**src/rtl/pio_pkg.sv**
```systemverilog
package pio_pkg;
  localparam int DATA_W  = 8;
  localparam int PORTS   = 8;
  localparam int SEL_W   = $clog2(PORTS);
  localparam int WCODE_W = 2;

  typedef struct packed {
    logic               shadow_en;
    logic               out_irq_en;
    logic               in_irq_en;
    logic               out_active;
    logic               in_active;
    logic [WCODE_W-1:0] wcode;
  } pio_ctrl_t;

  localparam int CTRL_W = $bits(pio_ctrl_t);

  typedef struct packed {
    logic [SEL_W-1:0] sel;
    logic             out_active;
    logic             in_active;
    logic             sh_full;
    logic             out_empty;
    logic             in_full;
  } pio_stat_t;
endpackage

```
**src/rtl/pio_strobe_gen.sv**
```systemverilog
module pio_strobe_gen #(
  parameter int CNT_W = 2
) (
  input  logic             clk,
  input  logic             rst_n,
  input  logic             start,
  input  logic [CNT_W-1:0] wcode,
  output logic             busy,
  output logic             done
);
  localparam int MAX_LEN = 1 << CNT_W;

  logic [CNT_W-1:0] cnt_q, cnt_d;
  logic             busy_q, busy_d;

  always_comb begin
    cnt_d  = cnt_q;
    busy_d = busy_q;
    if (busy_q) begin
      if (cnt_q == '0) busy_d = 1'b0;
      else             cnt_d  = cnt_q - 1'b1;
    end else if (start) begin
      busy_d = 1'b1;
      cnt_d  = wcode;
    end
  end

  always_ff @(posedge clk or negedge rst_n) begin
    if (!rst_n) begin
      cnt_q  <= '0;
      busy_q <= 1'b0;
    end else begin
      cnt_q  <= cnt_d;
      busy_q <= busy_d;
    end
  end

  assign busy = busy_q;
  assign done = busy_q && (cnt_q == '0);

  // checker state: length of the current low strobe
  logic [CNT_W:0] run_q;
  always_ff @(posedge clk or negedge rst_n) begin
    if (!rst_n)      run_q <= '0;
    else if (busy_q) run_q <= run_q + 1'b1;
    else             run_q <= '0;
  end

  // a strobe never lasts longer than the widest code allows
  a_r2_width_bound: assert property (@(posedge clk) disable iff (!rst_n)
    busy_q |-> (run_q < (CNT_W+1)'(MAX_LEN)));

  // the capture cycle ends the strobe
  a_r3_done_ends: assert property (@(posedge clk) disable iff (!rst_n)
    done |=> !busy_q);
endmodule

```
**src/rtl/pio_in_path.sv**
```systemverilog
module pio_in_path #(
  parameter int DATA_W = 8
) (
  input  logic              clk,
  input  logic              rst_n,
  input  logic              wr,
  input  logic [DATA_W-1:0] wr_data,
  input  logic              rd,
  input  logic              shadow_en,
  output logic [DATA_W-1:0] data,
  output logic              full,
  output logic              sh_full
);
  logic [DATA_W-1:0] main_q, main_d, shd_q, shd_d;
  logic              full_q, full_d, shf_q, shf_d;

  always_comb begin
    main_d = main_q;
    shd_d  = shd_q;
    full_d = full_q;
    shf_d  = shf_q;
    if (rd && full_q) begin
      if (shf_q) begin
        main_d = shd_q;
        shf_d  = 1'b0;
      end else begin
        full_d = 1'b0;
      end
    end
    if (wr) begin
      if (!full_d) begin
        main_d = wr_data;
        full_d = 1'b1;
      end else if (shadow_en) begin
        shd_d = wr_data;
        shf_d = 1'b1;
      end else begin
        main_d = wr_data;
      end
    end
  end

  always_ff @(posedge clk or negedge rst_n) begin
    if (!rst_n) begin
      main_q <= '0;
      shd_q  <= '0;
      full_q <= 1'b0;
      shf_q  <= 1'b0;
    end else begin
      main_q <= main_d;
      shd_q  <= shd_d;
      full_q <= full_d;
      shf_q  <= shf_d;
    end
  end

  assign data    = main_q;
  assign full    = full_q;
  assign sh_full = shf_q;

  // any accepted byte leaves the buffer full
  a_r4_write_fills: assert property (@(posedge clk) disable iff (!rst_n)
    wr |=> full_q);

  // the shadow only ever holds data behind a full buffer
  a_r9_shadow_behind_full: assert property (@(posedge clk) disable iff (!rst_n)
    shf_q |-> full_q);
endmodule

```
**src/rtl/pio_out_path.sv**
```systemverilog
module pio_out_path #(
  parameter int DATA_W = 8
) (
  input  logic              clk,
  input  logic              rst_n,
  input  logic              load,
  input  logic [DATA_W-1:0] load_data,
  input  logic              drain,
  output logic [DATA_W-1:0] data,
  output logic              empty
);
  logic [DATA_W-1:0] buf_q, buf_d;
  logic              empty_q, empty_d;

  always_comb begin
    buf_d   = buf_q;
    empty_d = empty_q;
    if (load) begin
      buf_d   = load_data;
      empty_d = 1'b0;
    end else if (drain) begin
      empty_d = 1'b1;
    end
  end

  always_ff @(posedge clk or negedge rst_n) begin
    if (!rst_n) begin
      buf_q   <= '0;
      empty_q <= 1'b1;
    end else begin
      buf_q   <= buf_d;
      empty_q <= empty_d;
    end
  end

  assign data  = buf_q;
  assign empty = empty_q;

  // a drain with no competing load empties the buffer
  a_r5_drain_empties: assert property (@(posedge clk) disable iff (!rst_n)
    (drain && !load) |=> empty_q);
endmodule

```
**src/rtl/pio_hub.sv**
```systemverilog
module pio_hub
  import pio_pkg::*;
(
  input  logic              clk,
  input  logic              rst_n,
  input  logic              core_ctrl_we,
  input  logic [CTRL_W-1:0] core_ctrl_wdata,
  input  logic              core_out_we,
  input  logic [DATA_W-1:0] core_out_data,
  input  logic [SEL_W-1:0]  core_port,
  input  logic              core_in_req,
  input  logic              core_in_rd,
  output logic [DATA_W-1:0] core_in_data,
  output logic [SEL_W-1:0]  ext_sel,
  input  logic [DATA_W-1:0] ext_d_in,
  output logic [DATA_W-1:0] ext_d_out,
  output logic              ext_d_oe,
  output logic              ext_ird_n,
  output logic              ext_owr_n,
  input  logic              ext_in_stb,
  input  logic              ext_out_stb,
  input  logic              ext_stat_rd,
  output logic              ext_ibf,
  output logic              ext_obe,
  output logic              irq_in,
  output logic              irq_out
);
  pio_ctrl_t        ctrl_q, ctrl_d;
  logic [SEL_W-1:0] sel_q, sel_d;
  logic             in_stb_q, out_stb_q;
  logic             in_full_q, out_empty_q;
  logic             irq_in_q, irq_in_d, irq_out_q, irq_out_d;

  logic in_busy, in_done, out_busy, out_done;
  logic in_start, out_start, out_load;
  logic in_wr, out_drain;
  logic in_full_w, sh_full_w, out_empty_w;
  logic [DATA_W-1:0] out_buf_w;
  pio_stat_t stat_w;

  // request decode
  assign out_load  = core_out_we && !(ctrl_q.out_active && out_busy);
  assign out_start = out_load && ctrl_q.out_active;
  assign in_start  = core_in_req && ctrl_q.in_active && !in_busy;

  assign in_wr = ctrl_q.in_active ? in_done
                                  : (ext_in_stb && !in_stb_q);
  assign out_drain = ctrl_q.out_active ? out_done
                                       : (ext_out_stb && !out_stb_q);

  always_comb begin
    ctrl_d = ctrl_q;
    sel_d  = sel_q;
    if (core_ctrl_we)         ctrl_d = pio_ctrl_t'(core_ctrl_wdata);
    if (out_load || in_start) sel_d  = core_port;
    irq_in_d  = ctrl_q.in_irq_en  && in_full_w   && !in_full_q;
    irq_out_d = ctrl_q.out_irq_en && out_empty_w && !out_empty_q;
  end

  always_ff @(posedge clk or negedge rst_n) begin
    if (!rst_n) begin
      ctrl_q      <= '0;
      sel_q       <= '0;
      in_stb_q    <= 1'b0;
      out_stb_q   <= 1'b0;
      in_full_q   <= 1'b0;
      out_empty_q <= 1'b1;
      irq_in_q    <= 1'b0;
      irq_out_q   <= 1'b0;
    end else begin
      ctrl_q      <= ctrl_d;
      sel_q       <= sel_d;
      in_stb_q    <= ext_in_stb;
      out_stb_q   <= ext_out_stb;
      in_full_q   <= in_full_w;
      out_empty_q <= out_empty_w;
      irq_in_q    <= irq_in_d;
      irq_out_q   <= irq_out_d;
    end
  end

  pio_strobe_gen #(.CNT_W(WCODE_W)) u_in_stb (
    .clk(clk), .rst_n(rst_n), .start(in_start), .wcode(ctrl_q.wcode),
    .busy(in_busy), .done(in_done)
  );

  pio_strobe_gen #(.CNT_W(WCODE_W)) u_out_stb (
    .clk(clk), .rst_n(rst_n), .start(out_start), .wcode(ctrl_q.wcode),
    .busy(out_busy), .done(out_done)
  );

  pio_in_path #(.DATA_W(DATA_W)) u_in (
    .clk(clk), .rst_n(rst_n), .wr(in_wr), .wr_data(ext_d_in),
    .rd(core_in_rd), .shadow_en(ctrl_q.shadow_en),
    .data(core_in_data), .full(in_full_w), .sh_full(sh_full_w)
  );

  pio_out_path #(.DATA_W(DATA_W)) u_out (
    .clk(clk), .rst_n(rst_n), .load(out_load), .load_data(core_out_data),
    .drain(out_drain), .data(out_buf_w), .empty(out_empty_w)
  );

  always_comb begin
    stat_w.sel        = sel_q;
    stat_w.out_active = ctrl_q.out_active;
    stat_w.in_active  = ctrl_q.in_active;
    stat_w.sh_full    = sh_full_w;
    stat_w.out_empty  = out_empty_w;
    stat_w.in_full    = in_full_w;
  end

  assign ext_sel   = sel_q;
  assign ext_d_out = ext_stat_rd ? DATA_W'(stat_w) : out_buf_w;
  assign ext_d_oe  = ext_stat_rd || out_busy ||
                     (ext_out_stb && !ctrl_q.out_active);
  assign ext_ird_n = !in_busy;
  assign ext_owr_n = !out_busy;
  assign ext_ibf   = in_full_w   && !ctrl_q.in_active;
  assign ext_obe   = out_empty_w && !ctrl_q.out_active;
  assign irq_in    = irq_in_q;
  assign irq_out   = irq_out_q;

  // an input interrupt lasts one cycle and follows a full buffer
  a_r7_irq_in_pulse: assert property (@(posedge clk) disable iff (!rst_n)
    irq_in_q |=> !irq_in_q);
  a_r7_irq_in_after_fill: assert property (@(posedge clk) disable iff (!rst_n)
    irq_in_q |-> $past(in_full_w));

  // an output interrupt follows an empty buffer
  a_r8_irq_out_after_empty: assert property (@(posedge clk) disable iff (!rst_n)
    irq_out_q |-> $past(out_empty_w));

  // the select lines hold still while an output strobe is low
  a_r2_sel_stable: assert property (@(posedge clk) disable iff (!rst_n)
    (out_busy && !out_done && !in_start) |=> $stable(sel_q));
endmodule

```
**config.mk**
```make
export PLATFORM = sky130hd
export DESIGN_NAME = pio_hub
export DESIGN_NICKNAME = d
export VERILOG_FILES = /design/src/rtl/pio_pkg.sv /design/src/rtl/pio_strobe_gen.sv /design/src/rtl/pio_in_path.sv /design/src/rtl/pio_out_path.sv /design/src/rtl/pio_hub.sv
export SDC_FILE = /design/constraint.sdc
export NUM_CORES = 1
export LEC_CHECK = 0
export ABC_AREA = 0
export BUFFER_PORTS_ARGS = -buffer_cell sky130_fd_sc_hd__buf_2
export CORE_ASPECT_RATIO = 0.8
export CORE_MARGIN = 1
export CORE_UTILIZATION = 49
export CTS_BUF_LIST = sky130_fd_sc_hd__clkbuf_4
export CTS_CLUSTER_SIZE = 12
export DETAILED_ROUTE_END_ITERATION = 10
export HOLD_SLACK_MARGIN = 0.03
export PLACE_DENSITY = 0.76
export SYNTH_ARGS = -nofsm -noshare
export SYNTH_HDL_FRONTEND = slang
export SYNTH_SLANG_ARGS = --single-unit
```
**constraint.sdc**
```tcl
create_clock -name clk -period 2.2 [get_ports clk]
set_clock_uncertainty 0.05 [all_clocks]
set_input_delay 0.22 -clock clk [delete_from_list [all_inputs] [get_ports clk]]
set_output_delay 0.22 -clock clk [all_outputs]
set_load 0.02 [all_outputs]
```
==> out/results.txt, run 1 <==
The run finished with clean final reports. In the routed layout, each cell is associated on average with a via count of 5.003. The H-tree generated during clock tree synthesis spans 2 levels. Summed over all nets, wire length on met3 after detailed routing comes to 242 um. The upper clock frequency limit came out at 0.5549 GHz. The first-pass GRT wire length was 6831 um; the clock transition at the register clock pins on the worst setup and hold paths after CTS was 120 ps.

The worst setup path is captured at a register. Number of DRC markers in iteration 0: 59. The main flop type after synthesis is sky130_fd_sc_hd__dfrtp_1. The share of async-settable or async-resettable flops after synthesis came out at 100.0%. Setup violations remaining at the end of the flow were counted as 0. Wire segments on met2 add up to 2114 um in the final route. The tools report the pin count of the biggest net entering global routing as 50.

The critical path in this run is classified as reg -> reg. The total of flip-flops plus latches after synthesis works out to 49. Initial antenna violation count: 0. The longest clock path from root to sink contains 2 buffers.

By area the synthesized netlist is led by sky130_fd_sc_hd__dfrtp_1, sky130_fd_sc_hd__mux2_2, sky130_fd_sc_hd__dfstp_2, sky130_fd_sc_hd__mux2i_1, sky130_fd_sc_hd__inv_1. The highest layer touched by signal routing is met4. At the worst endpoint, the arrival time is 2000 ps.

Clock tree root driver cell: sky130_fd_sc_hd__clkbuf_4. Walking the worst path, the cells encountered are inv_1 -> ha_1 -> and3_1 -> o2111ai_4 -> mux2_2. The area of all placed cells without fillers was 0.002879 mm2; the floorplan die area was 0.004671 mm2.

Synthesis produced a netlist with a net count of 191. The tools report the count of nets after finishing as 287. The number of enable-type register cells in the synthesized netlist is 0, and the antenna diode instance count is 0. Summed over all layers, the routed wires come to 4331 um. Across the VDD grid, the largest voltage drop is 0.5378 mV. After floorplanning, the core was divided into 21 placement rows. Dividing the final minimum period by the clock period gives 81.91%.

The final critical-path required period is 1802 ps. Final number of hold-violating endpoints: 0. The tightest hold path in the finished design has a slack of 64.19 ps.

STA puts the critical path data required time at 2400 ps. The wire-length estimate of the detail-placed layout is 2867 um. Type of element launching the critical path: a register. For the final routed database, the setup TNS stands at 0 ps.

The wire length on met1 was 1885 um; the count of different cell masters after synthesis was 26. The number of vias after detailed routing is 1536, and the area inside the core boundary is 0.004204 mm2. Setup repair after global routing left no endpoint under its margin.

The synthesized design spends more area on one cell type than any other, namely sky130_fd_sc_hd__dfrtp_1. The worst hold path belongs to the class in -> reg. Once the floorplan was initialized, standard cells occupied 51.28% of the core. The overall fraction of global-route tracks in use was 19.82%. The number of pins exceeding their max-slew limit in the final report is 0. Along the worst path, the maximum fanout reaches 9. The routed wirelength normalized by instance count was 14.11 um; the fraction of post-synthesis cell area in the top cell type by area was 54.56%. The reported max-cap violation count was 0.

The ratio of cells with drive above 1 in the final layout came out at 51.20%. Sequential elements use 56.99% of the synthesized area. The first TritonRoute pass finished after 4 iterations. For the total standard cell area after synthesis, the log shows 0.002156 mm2.

Before CTS, the worst setup slack after placement is 401.1 ps. The congestion estimate from routability-driven global placement came to 0.7132. Summed over all cells, the static leakage comes to 1.369 nW. Summing all placed instances gives a cell area of 0.002535 mm2. The slowest cell on the critical path is sky130_fd_sc_hd__o2111ai_4. The count of input and output buffers is 60. The horizontal die dimension came out at 76.16 um. Yosys printed 0 warnings. The run gives 49 as the number of sinks driven by the clock tree. Headroom to the max-slew limit came out at 59.53%. The run gives 397.9 ps as the setup slack of the critical path after layout. Clock latency on the worst-skew pair, taken at its later pin, is 360 ps. In this run the count of I/O pins placed on the die edge is 61.

Dividing the synthesized area by the synthesized cell count gives 14.00 um2. In the routed design, unresolved DRC markers number 0. Chip height: 61.33 um. The post-synthesis to final-layout area growth is 33.55%, and the global-route congestion overflow total is 0. The number of global-route vias before repair was 1450; the delay of the slowest critical-path stage was 390 ps. The number of instances in the synthesized netlist was 154. Dividing total power by cell area gives a power density of 1051 mW/mm2. Clock tree synthesis inserted a total of 5 buffers. The count of nets left with antenna violations after detail routing is 0. TritonCTS built the clock tree. Number of fill cells: 331. The buffer count from post-CTS setup fixing was 0. For the pin with the worst max-slew slack, the measured transition is 607.1 ps.
==> cells in the final DEF, fill, tap and decap left out <==
master / netlist / routed
sky130_fd_sc_hd__nand3_2: 1 / 1
sky130_fd_sc_hd__clkinv_4: 0 / 1
sky130_fd_sc_hd__nand2_1: 9 / 9
sky130_fd_sc_hd__clkbuf_4: 0 / 5
sky130_fd_sc_hd__nand2b_1: 1 / 1
sky130_fd_sc_hd__dfrtp_1: 47 / 47
sky130_fd_sc_hd__nand4_1: 1 / 1
sky130_fd_sc_hd__nor2_1: 4 / 4
sky130_fd_sc_hd__nor2b_1: 2 / 2
sky130_fd_sc_hd__and3_1: 1 / 1
sky130_fd_sc_hd__or3_1: 2 / 2
sky130_fd_sc_hd__mux2i_1: 4 / 4
sky130_fd_sc_hd__clkinvlp_4: 0 / 1
sky130_fd_sc_hd__o32ai_4: 1 / 1
sky130_fd_sc_hd__inv_1: 9 / 9
sky130_fd_sc_hd__mux2_2: 50 / 50
sky130_fd_sc_hd__inv_2: 1 / 1
sky130_fd_sc_hd__dlygate4sd3_1: 0 / 29
sky130_fd_sc_hd__o21ai_0: 6 / 6
sky130_fd_sc_hd__o21bai_1: 1 / 1
sky130_fd_sc_hd__buf_2: 0 / 60
sky130_fd_sc_hd__buf_4: 0 / 2
sky130_fd_sc_hd__o2111ai_4: 1 / 1
sky130_fd_sc_hd__nor3b_2: 1 / 1
sky130_fd_sc_hd__dfstp_2: 2 / 2
sky130_fd_sc_hd__ha_1: 2 / 2
sky130_fd_sc_hd__a21boi_2: 1 / 1
sky130_fd_sc_hd__o211ai_1: 2 / 2
sky130_fd_sc_hd__and2b_2: 1 / 1
sky130_fd_sc_hd__nand3b_1: 1 / 1
sky130_fd_sc_hd__a21oi_1: 1 / 1
==> power by group <==
part           leakage (nW)  switching [mW]  total, mW  internal (mW)
logic                 0.752           0.607       1.21          0.603
registers             0.590           0.197       1.42           1.22
clock network        0.0273           0.275      0.396          0.121
total                  1.37            1.08       3.03           1.95
==> synthesized netlist by cell type (all sizes together) (2+ instances only) <==
cell	number
nor2b	2
dfstp	2
mux2	50
ha	2
o21ai	6
dfrtp	47
nor2	4
nand2	9
o211ai	2
clkbuf	2
or3	2
inv	10
mux2i	4
==> path summary, 6_finish.rpt <==
check | startpoint | endpoint | slack [ps] | cells after the start
setup / recovery | u_in_stb.cnt_q[0] | u_in.shd_q[3] | 400 | 5
hold / removal | ext_d_in[3] | u_in.data[3] | 60 | 2
setup reg to reg | u_in_stb.cnt_q[0] | u_in.shd_q[3] | 400 | 5
hold reg to reg | in_full_q | irq_in | 360 | 1
max in group asynchronous | rst_n | u_in.shd_q[3] | 1240 | 3
min in group asynchronous | rst_n | u_in.shd_q[5] | 440 | 3
==> kinds of logic (layout without fill, tap and decap cells) <==
group	after synthesis	after routing	share of synthesized area, %
mux	54	54	27.97
flops	49	49	56.99
simple gates	24	24	6.094
compound gates	13	13	5.688
buf+inv	12	108	2.089
fa+ha+maj	2	2	1.161
==> through the flow <==
| step | std cells | power [mW] | utilization (%) |
|---|---|---|---|
| 3_3_place_gp | 271 | 2.577 | 60.30 |
| 6_report | 307 | 3.027 | 68.48 |
| 4_1_cts | 301 | 3.043 | 67.05 |
| 3_5_place_dp | 271 | 2.613 | 60.30 |
| 2_1_floorplan | 154 | 2.250 | - |
| 5_1_grt | 307 | 3.243 | 68.48 |
==> critical path: cells and delay by family, from the launching register on <==
| kind | cells | cell delay, ps |
|---|---|---|
| AOI/OAI and AO/OA | 1 | 390 |
| adders and majority gates | 1 | 200 |
| buffers and inverters | 1 | 50 |
| DFF | 1 | 360 |
| muxes | 1 | 390 |
| and+or+nand+nor | 1 | 250 |
==> state kept, by name (all words and copies together) (netlist names), 2 cells and up <==
name / count
u_in.shd_q: 8
u_out.data: 8
ctrl_q: 7
u_out_stb.cnt_q: 2
u_in_stb.cnt_q: 2
u_in.data: 8
ext_sel: 3
==> routing by layer <==
metal	vias up	track usage, %
met2	46	33.64
met3	9	5.630
li1	733	-
met4	0	9.341
met1	748	24.40
met5	-	0
==> timing repair <==
item / in CTS / in global routing
hold buffers: 23 / 6
resized for setup: 0 / 0
endpoints found under the hold margin: 72 / 7
==> layout make-up <==
cell class	instances	area, um2	share of cell area [%]
sequential	49	1229	42.68
multi-input combinational	93	882.1	30.64
timing repair buffer	91	605.6	21.03
tap	57	71.32	2.477
clock buffer	5	37.54	1.304
inverter	10	37.54	1.304
clock inverter	2	16.27	0.5650
(Power assumes the default switching activity.)
==> inputs of run 2 (changes only) <==
Clock period 2.2 ns to 1.8 ns, I/O delays scaled along.
==> out/results.txt, run 2 (synthesis gave the netlist of run 1 again) <==
The placer congestion estimate is 0.7133 (was 0.7132), and the site row count is 21 (unchanged). The routed wirelength normalized by instance count works out to 14.15 um (was 14.11 um). Path category of the worst min-delay check: in -> reg (unchanged).

The number of DRC markers in iteration 0 came out at 48 (was 59). The number of instances in the placed design was 275 (was 271). The area taken by flip-flops and latches came out at 0.001229 mm2 (unchanged). The endpoint arrival time on the critical path is 1890 ps (was 2000 ps), and the overall power is 3.828 mW (was 3.027 mW). The logs give 1513 (was 1450) for the number of global-route vias before repair and 28 (was 50) for the pin count of the biggest net entering global routing. The initial antenna violation count came out at 0 (unchanged). Number of fill cells: 316 (was 331).

The chip height was 61.33 um (unchanged); the number of vias after detailed routing was 1550 (was 1536). The area inside the core boundary was 0.004204 mm2 (unchanged); the transition at the pin with the smallest max-transition slack was 530.7 ps (was 607.1 ps). The count of nets left with antenna violations after detail routing came out at 0 (unchanged). Type of element launching the critical path: a register (unchanged). Family with the most delay on the worst path: flip-flops (was compound AO/OA/AOI/OAI gates). Count of TritonRoute iterations in the first routing pass: 4 (unchanged). The I/O pin count is 61 (unchanged). The upper clock frequency limit was 0.5905 GHz (was 0.5549 GHz).

The post-synthesis to final-layout area growth was 38.01% (was 33.55%). Commonest cells after routing, fill and taps aside: sky130_fd_sc_hd__buf_2, sky130_fd_sc_hd__mux2_2, sky130_fd_sc_hd__dfrtp_1, sky130_fd_sc_hd__dlygate4sd3_1 (unchanged). The detailed-route vias per instance is 4.905 (was 5.003), and the final cycle utilization of the critical path is 94.08% (was 81.91%). The tools report the overall fraction of global-route tracks in use as 20.85% (was 19.82%). The total negative slack is 0 ps (unchanged), and the final critical-path required period is 1694 ps (was 1802 ps). Multi-input logic area: 889.6 um2 (was 882.1 um2).

HPWL reported at the end of detailed placement: 3042 um (was 2867 um). The run gives 0.002975 mm2 (was 0.002879 mm2) as the area of all placed cells without fillers. The final number of hold-violating endpoints is 0 (unchanged).

Count of input and output buffers: 60 (unchanged). Number of standard cells in the final layout excluding fillers: 316 (was 307). For the count of nets after finishing, the log shows 295 (was 287). The kind of capture point of the worst setup path was a register (unchanged).

The maximum VDD drop was 0.7485 mV (was 0.5378 mV); the number of setup violations in the final report was 0 (unchanged). The depth of the most critical reg-to-reg path was 6 (was 5). The buffer levels on the longest clock path is 2 (unchanged). The tools report the worst flop-to-flop path startpoint as u_in_stb.cnt_q[0] (unchanged). Wire length reported by the detailed router: 4470 um (was 4331 um). Ordered list of cells on the worst path: inv_1 -> ha_2 -> and3_4 -> o2111ai_4 -> buf_12 -> mux2_2 (was inv_1 -> ha_1 -> and3_1 -> o2111ai_4 -> mux2_2). The total number of H-tree levels came out at 2 (unchanged). The run gives 1.420 nW (was 1.369 nW) as the static leakage power.

The ratio of cells with drive above 1 in the final layout works out to 52.90% (was 51.20%). The logs give 0 (unchanged) for the reported max-cap violation count and 2000 ps (was 2400 ps) for the data required time of the worst path. The global-route congestion overflow total is 0 (unchanged). The end point of the most critical hold path is u_in_stb.cnt_q[0] (was u_in.data[3]). The number of buffers created by CTS came out at 5 (unchanged). The delay of the slowest critical-path stage was 370 ps (was 390 ps). The run gives 0 (unchanged) as the antenna diode instance count. The start point of the worst min-delay path was core_in_req (was ext_d_in[3]).

The logs give 0.004671 mm2 (unchanged) for the floorplan die area and 82.89 ps (was 64.19 ps) for the final-layout worst hold slack. The slowest cell on the critical path is sky130_fd_sc_hd__dfrtp_1 (was sky130_fd_sc_hd__o2111ai_4). The buffer and inverter count on the worst path was 2 (was 1); the placed instance area was 0.002577 mm2 (was 0.002535 mm2). The hold-critical path depth was 3 (was 2); the initial standard-cell utilization of the core was 51.28% (unchanged). The most common library cell in the layout ignoring fill and taps is sky130_fd_sc_hd__buf_2 (unchanged).

The number of sinks driven by the clock tree was 49 (unchanged). The endpoint of the worst-slack reg-to-reg timing path is u_in.shd_q[4] (was u_in.shd_q[3]). The maximum fanout encountered on the critical timing path was 8 (was 9).

The relative slew slack is 64.62% (was 59.53%). Type of the setup path with the least slack: reg -> reg (unchanged). TritonCTS built the clock tree. The power density of the placed cells came out at 1286 mW/mm2 (was 1051 mW/mm2). The first-pass GRT wire length is 7279 um (was 6831 um). The run finished with clean final reports.

The tools report the DRC violation count after routing as 0 (unchanged). The clock transition at the register clock pins on the worst setup and hold paths after CTS is 140 ps (was 120 ps). The logs give 110 ps (was 400 ps) for the setup slack of the most critical reg-to-reg path and 0 (unchanged) for the number of pins exceeding their max-slew limit in the final report.

The run gives 350 ps (was 360 ps) as the clock insertion delay at the later pin of the skew report. The tools report the clock tree root driver cell as sky130_fd_sc_hd__clkbuf_4 (unchanged). Setup repair after global routing left no endpoint under its margin. The horizontal die dimension works out to 76.16 um (unchanged).
-- run 2: tightest hold or removal path, cell delays in order --
cell and delay (ps):
sky130_fd_sc_hd__buf_2 110, sky130_fd_sc_hd__nand4_1 80, sky130_fd_sc_hd__o211ai_1 80
-- run 2: cell type report --
| cell class | instances | share of cell area, % |
|---|---|---|
| Sequential cell | 49 | 41.30 |
| Multi-Input combinational cell | 93 | 29.90 |
| Timing Repair Buffer | 99 | 23.30 |
| Tap cell | 57 | 2.397 |
| Clock buffer | 5 | 1.262 |
| Inverter | 10 | 1.262 |
| Clock inverter | 3 | 0.5887 |
-- run 2: how the worst max path moves through the flow --
stage / startpoint / depth (start not counted) / slack (ps) / endpoint
after floorplan: u_in_stb.cnt_q[0] / 5 / 140 / u_in.shd_q[0]
after detailed placement: u_in_stb.cnt_q[0] / 5 / -7 / u_in.shd_q[6]
after CTS: u_in_stb.cnt_q[0] / 6 / 40 / u_in.shd_q[3]
after global placement: u_in_stb.cnt_q[0] / 5 / 60 / u_in.shd_q[4]
final: u_in_stb.cnt_q[0] / 6 / 110 / u_in.shd_q[4]
after global routing: u_in_stb.cnt_q[0] / 6 / 30 / u_in.shd_q[3]
-- run 2: stage by stage --
| step | util [%] | setup WS [ps] |
|---|---|---|
| after detailed placement | 61.31 | -6.553 |
| after global routing | 70.77 | 34.42 |
| after floorplan | - | 139.4 |
| after CTS | 70.42 | 38.25 |
| final | 70.77 | 106.5 |
| after global placement | 61.31 | 61.82 |
-- run 2: routing by layer --
metal / vias to the layer above / part of all wire [%] / GRT usage [%]
met3: 6 / 5.2 / 5.185
met4: 0 / 0.98 / 6.593
met5: - / 0 / 0
li1: 748 / - / -
met2: 47 / 47 / 34.55
met1: 749 / 47 / 27.93
-- run 2: where the power goes --
part	internal [mW]	leakage, nW	switching [mW]
Clock	0.149	0.0326	0.343
Combinational	0.810	0.798	0.790
Sequential	1.50	0.590	0.238
-- run 2: repair_timing --
action	CTS	global route
endpoints found under the setup margin	8	11
hold buffers	30	0
endpoints found under the hold margin	59	0
setup buffers	2	1
pin swaps	1	1
resized for setup	0	3
==> inputs of run 3 (changes only) <==
Settings changed: RECOVER_POWER set to 100.
==> out/results.txt, run 3 (synthesis gave the netlist of run 1 again) <==
The worst flop-to-flop path startpoint is u_in_stb.cnt_q[0] (unchanged). The transition at the pin with the smallest max-transition slack was 1268 ps (was 530.7 ps); the upper clock frequency limit was 0.5883 GHz (was 0.5905 GHz). For the initial standard-cell utilization of the core, the log shows 51.28% (unchanged). The final core utilization was 69.52% (was 70.77%). The I/O pin count was 61 (unchanged). The overall fraction of global-route tracks in use is 20.85% (unchanged), and the net switching power figure is 1.371 mW (was 1.372 mW). The most common library cell in the layout ignoring fill and taps was sky130_fd_sc_hd__mux2_2 (was sky130_fd_sc_hd__buf_2).

Ordered list of cells on the worst path: inv_1 -> ha_2 -> and3_4 -> o2111ai_4 -> clkbuf_1 -> mux2_2 (was inv_1 -> ha_2 -> and3_4 -> o2111ai_4 -> buf_12 -> mux2_2). The buffer levels on the longest clock path was 2 (unchanged); the relative slew slack was 15.46% (was 64.62%). The horizontal die dimension is 76.16 um (unchanged), and the ratio of cells with drive above 1 in the final layout is 40.15% (was 52.90%).

The site row count is 21 (unchanged), and the clock transition at the register clock pins on the worst setup and hold paths after CTS is 140 ps (about the same). For the total number of H-tree levels, the log shows 2 (unchanged). The tools report the clock tree root driver cell as sky130_fd_sc_hd__clkbuf_4 (unchanged). The chip height is 61.33 um (unchanged). The logs give 316 (unchanged) for the number of standard cells in the final layout excluding fillers and 4468 um (was 4470 um) for the wire length reported by the detailed router. The power density of the placed cells is 1283 mW/mm2 (was 1286 mW/mm2). The buffer and inverter count on the worst path was 2 (unchanged). Start point of the worst min-delay path: core_in_rd (was core_in_req).

Layer with the highest usage after global routing: met2 (unchanged). The register share of total power is 46.2% (was 45.3%). The number of vias after detailed routing came out at 1550 (unchanged).

The slowest cell on the critical path was sky130_fd_sc_hd__dfrtp_1 (unchanged). For the antenna diode instance count, the log shows 0 (unchanged). TritonCTS built the clock tree. The run gives 0 (unchanged) as the initial antenna violation count. The count of input and output buffers came out at 60 (unchanged). The count of nets left with antenna violations after detail routing is 0 (unchanged). The logs give 40 (was 48) for the number of DRC markers in iteration 0 and 7279 um (unchanged) for the first-pass GRT wire length. The tools report the fraction of power consumed by the clock network as 13.1% (was 12.9%). The switching part of the total is 36.55% (was 35.83%). The startpoint of the most critical setup path was u_in_stb.cnt_q[0] (unchanged). The detailed-route vias per instance came out at 4.905 (unchanged). The internal power is 2.380 mW (was 2.456 mW), and the number of global-route vias before repair is 1513 (unchanged). The tools report the endpoint arrival time on the critical path as 1910 ps (was 1890 ps). The count of nets after finishing is 295 (unchanged), and the delay of the slowest critical-path stage is 370 ps (about the same). The fraction of met3 tracks used by global routing was 5.185% (unchanged); the final cycle utilization of the critical path was 94.43% (was 94.08%). The DRC violation count after routing was 0 (unchanged); the final critical-path required period was 1700 ps (was 1694 ps). The tools report the static leakage power as 1.325 nW (was 1.420 nW). Setup repair after global routing left no endpoint under its margin. The number of instances in the placed design was 275 (unchanged). The number of pins exceeding their max-slew limit in the final report is 0 (unchanged), and the pin count of the biggest net entering global routing is 28 (unchanged). The tools report the number of setup violations in the final report as 0 (unchanged). For the final number of hold-violating endpoints, the log shows 0 (unchanged). The run finished with clean final reports. The worst slack at placement is -6.553 ps (unchanged), and the floorplan die area is 0.004671 mm2 (unchanged). For the area inside the core boundary, the log shows 0.004204 mm2 (unchanged). For the total negative slack, the log shows 0 ps (unchanged). The type of the setup path with the least slack was reg -> reg (unchanged). The maximum fanout encountered on the critical timing path works out to 3 (was 8). For the number of buffers created by CTS, the log shows 5 (unchanged).

Commonest cells after routing, fill and taps aside: sky130_fd_sc_hd__mux2_2, sky130_fd_sc_hd__dfrtp_1, sky130_fd_sc_hd__buf_2, sky130_fd_sc_hd__clkbuf_1, sky130_fd_sc_hd__dlygate4sd3_1 (was sky130_fd_sc_hd__buf_2, sky130_fd_sc_hd__mux2_2, sky130_fd_sc_hd__dfrtp_1, sky130_fd_sc_hd__dlygate4sd3_1). For the count of TritonRoute iterations in the first routing pass, the log shows 4 (unchanged). The setup slack of the critical path after layout came out at 100.3 ps (was 106.5 ps).

The kind of capture point of the worst setup path is a register (unchanged). Path category of the worst min-delay check: in -> reg (unchanged). For the met2 usage, the log shows 34.55% (unchanged).

The reported max-cap violation count is 0 (unchanged), and the post-synthesis to final-layout area growth is 35.58% (was 38.01%). The tools report the met1 usage as 27.93% (unchanged). Family with the most delay on the worst path: flip-flops (unchanged).

The overall power is 3.751 mW (was 3.828 mW). The logs give 40.8% (was 41.8%) for the part of the total power dissipated in combinational logic and 2010 ps (was 2000 ps) for the data required time of the worst path. The HPWL reported at the end of detailed placement was 3042 um (unchanged); the clock insertion delay at the later pin of the skew report was 350 ps (about the same). The routed wirelength normalized by instance count was 14.14 um (was 14.15 um); the number of sinks driven by the clock tree was 49 (unchanged). The maximum VDD drop was 0.7307 mV (was 0.7485 mV); the placer congestion estimate was 0.7133 (unchanged). For the global-route congestion overflow total, the log shows 0 (unchanged). The tools report the type of element launching the critical path as a register (unchanged).
-- run 3: layout make-up --
class                   instances  area (um2)
well taps                      57       71.32
flip-flops and latches         49        1229
clock inverters                 3       17.52
multi-input cells              93       885.9
inverters                      10       37.54
repair buffers                 99       644.4
fillers                       334        1281
clock buffers                   5       37.54
-- run 3: per-layer routing --
metal / wire (um) / vias up
met2: 2097 / 50
met5: 0 / -
met4: 47 / 0
met1: 2081 / 744
li1: - / 750
met3: 241 / 6
-- run 3: power by group through the flow --
stage                     Combinational, mW  Sequential (mW)  Clock, mW
after CTS                              1.57             1.73      0.506
after floorplan                       0.891             1.86          0
after global placement                 1.46             1.74          0
after detailed placement               1.51             1.75          0
after global routing                   1.67             1.79      0.559
final                                  1.53             1.73      0.490
-- run 3: timing repair --
action	4_1_cts	5_1_grt
endpoints found under the setup margin	8	11
buffers inserted	2	1
pin swaps	1	1
hold endpoints to repair	59	0
resized for setup	0	3
hold buffers	30	0
-- run 3: per-stage QoR --
step                instance area (um2)  hold WS, ps
finish                             2923        86.50
global route                       2923        73.97
CTS                                2960        78.17
detailed placement                 2577        142.7
global placement                   2577        137.3
floorplan                          2156       -165.6
-- run 3: worst paths after layout --
path / end / slack, ps / cells past startpoint
max in group asynchronous: out_empty_q / 330 / 3
max reg2reg: u_in.shd_q[6] / 100 / 6
min reg2reg: irq_in / 350 / 1
max: u_in.shd_q[6] / 100 / 6
min in group asynchronous: ctrl_q[5] / 560 / 2
min: u_in.sh_full / 90 / 4
-- run 3: worst register-to-register path, stage by stage (launching register included) --
cell,delay (ps)
sky130_fd_sc_hd__dfrtp_1,370
sky130_fd_sc_hd__inv_1,60
sky130_fd_sc_hd__ha_2,190
sky130_fd_sc_hd__and3_4,200
sky130_fd_sc_hd__o2111ai_4,230
sky130_fd_sc_hd__clkbuf_1,170
sky130_fd_sc_hd__mux2_2,340
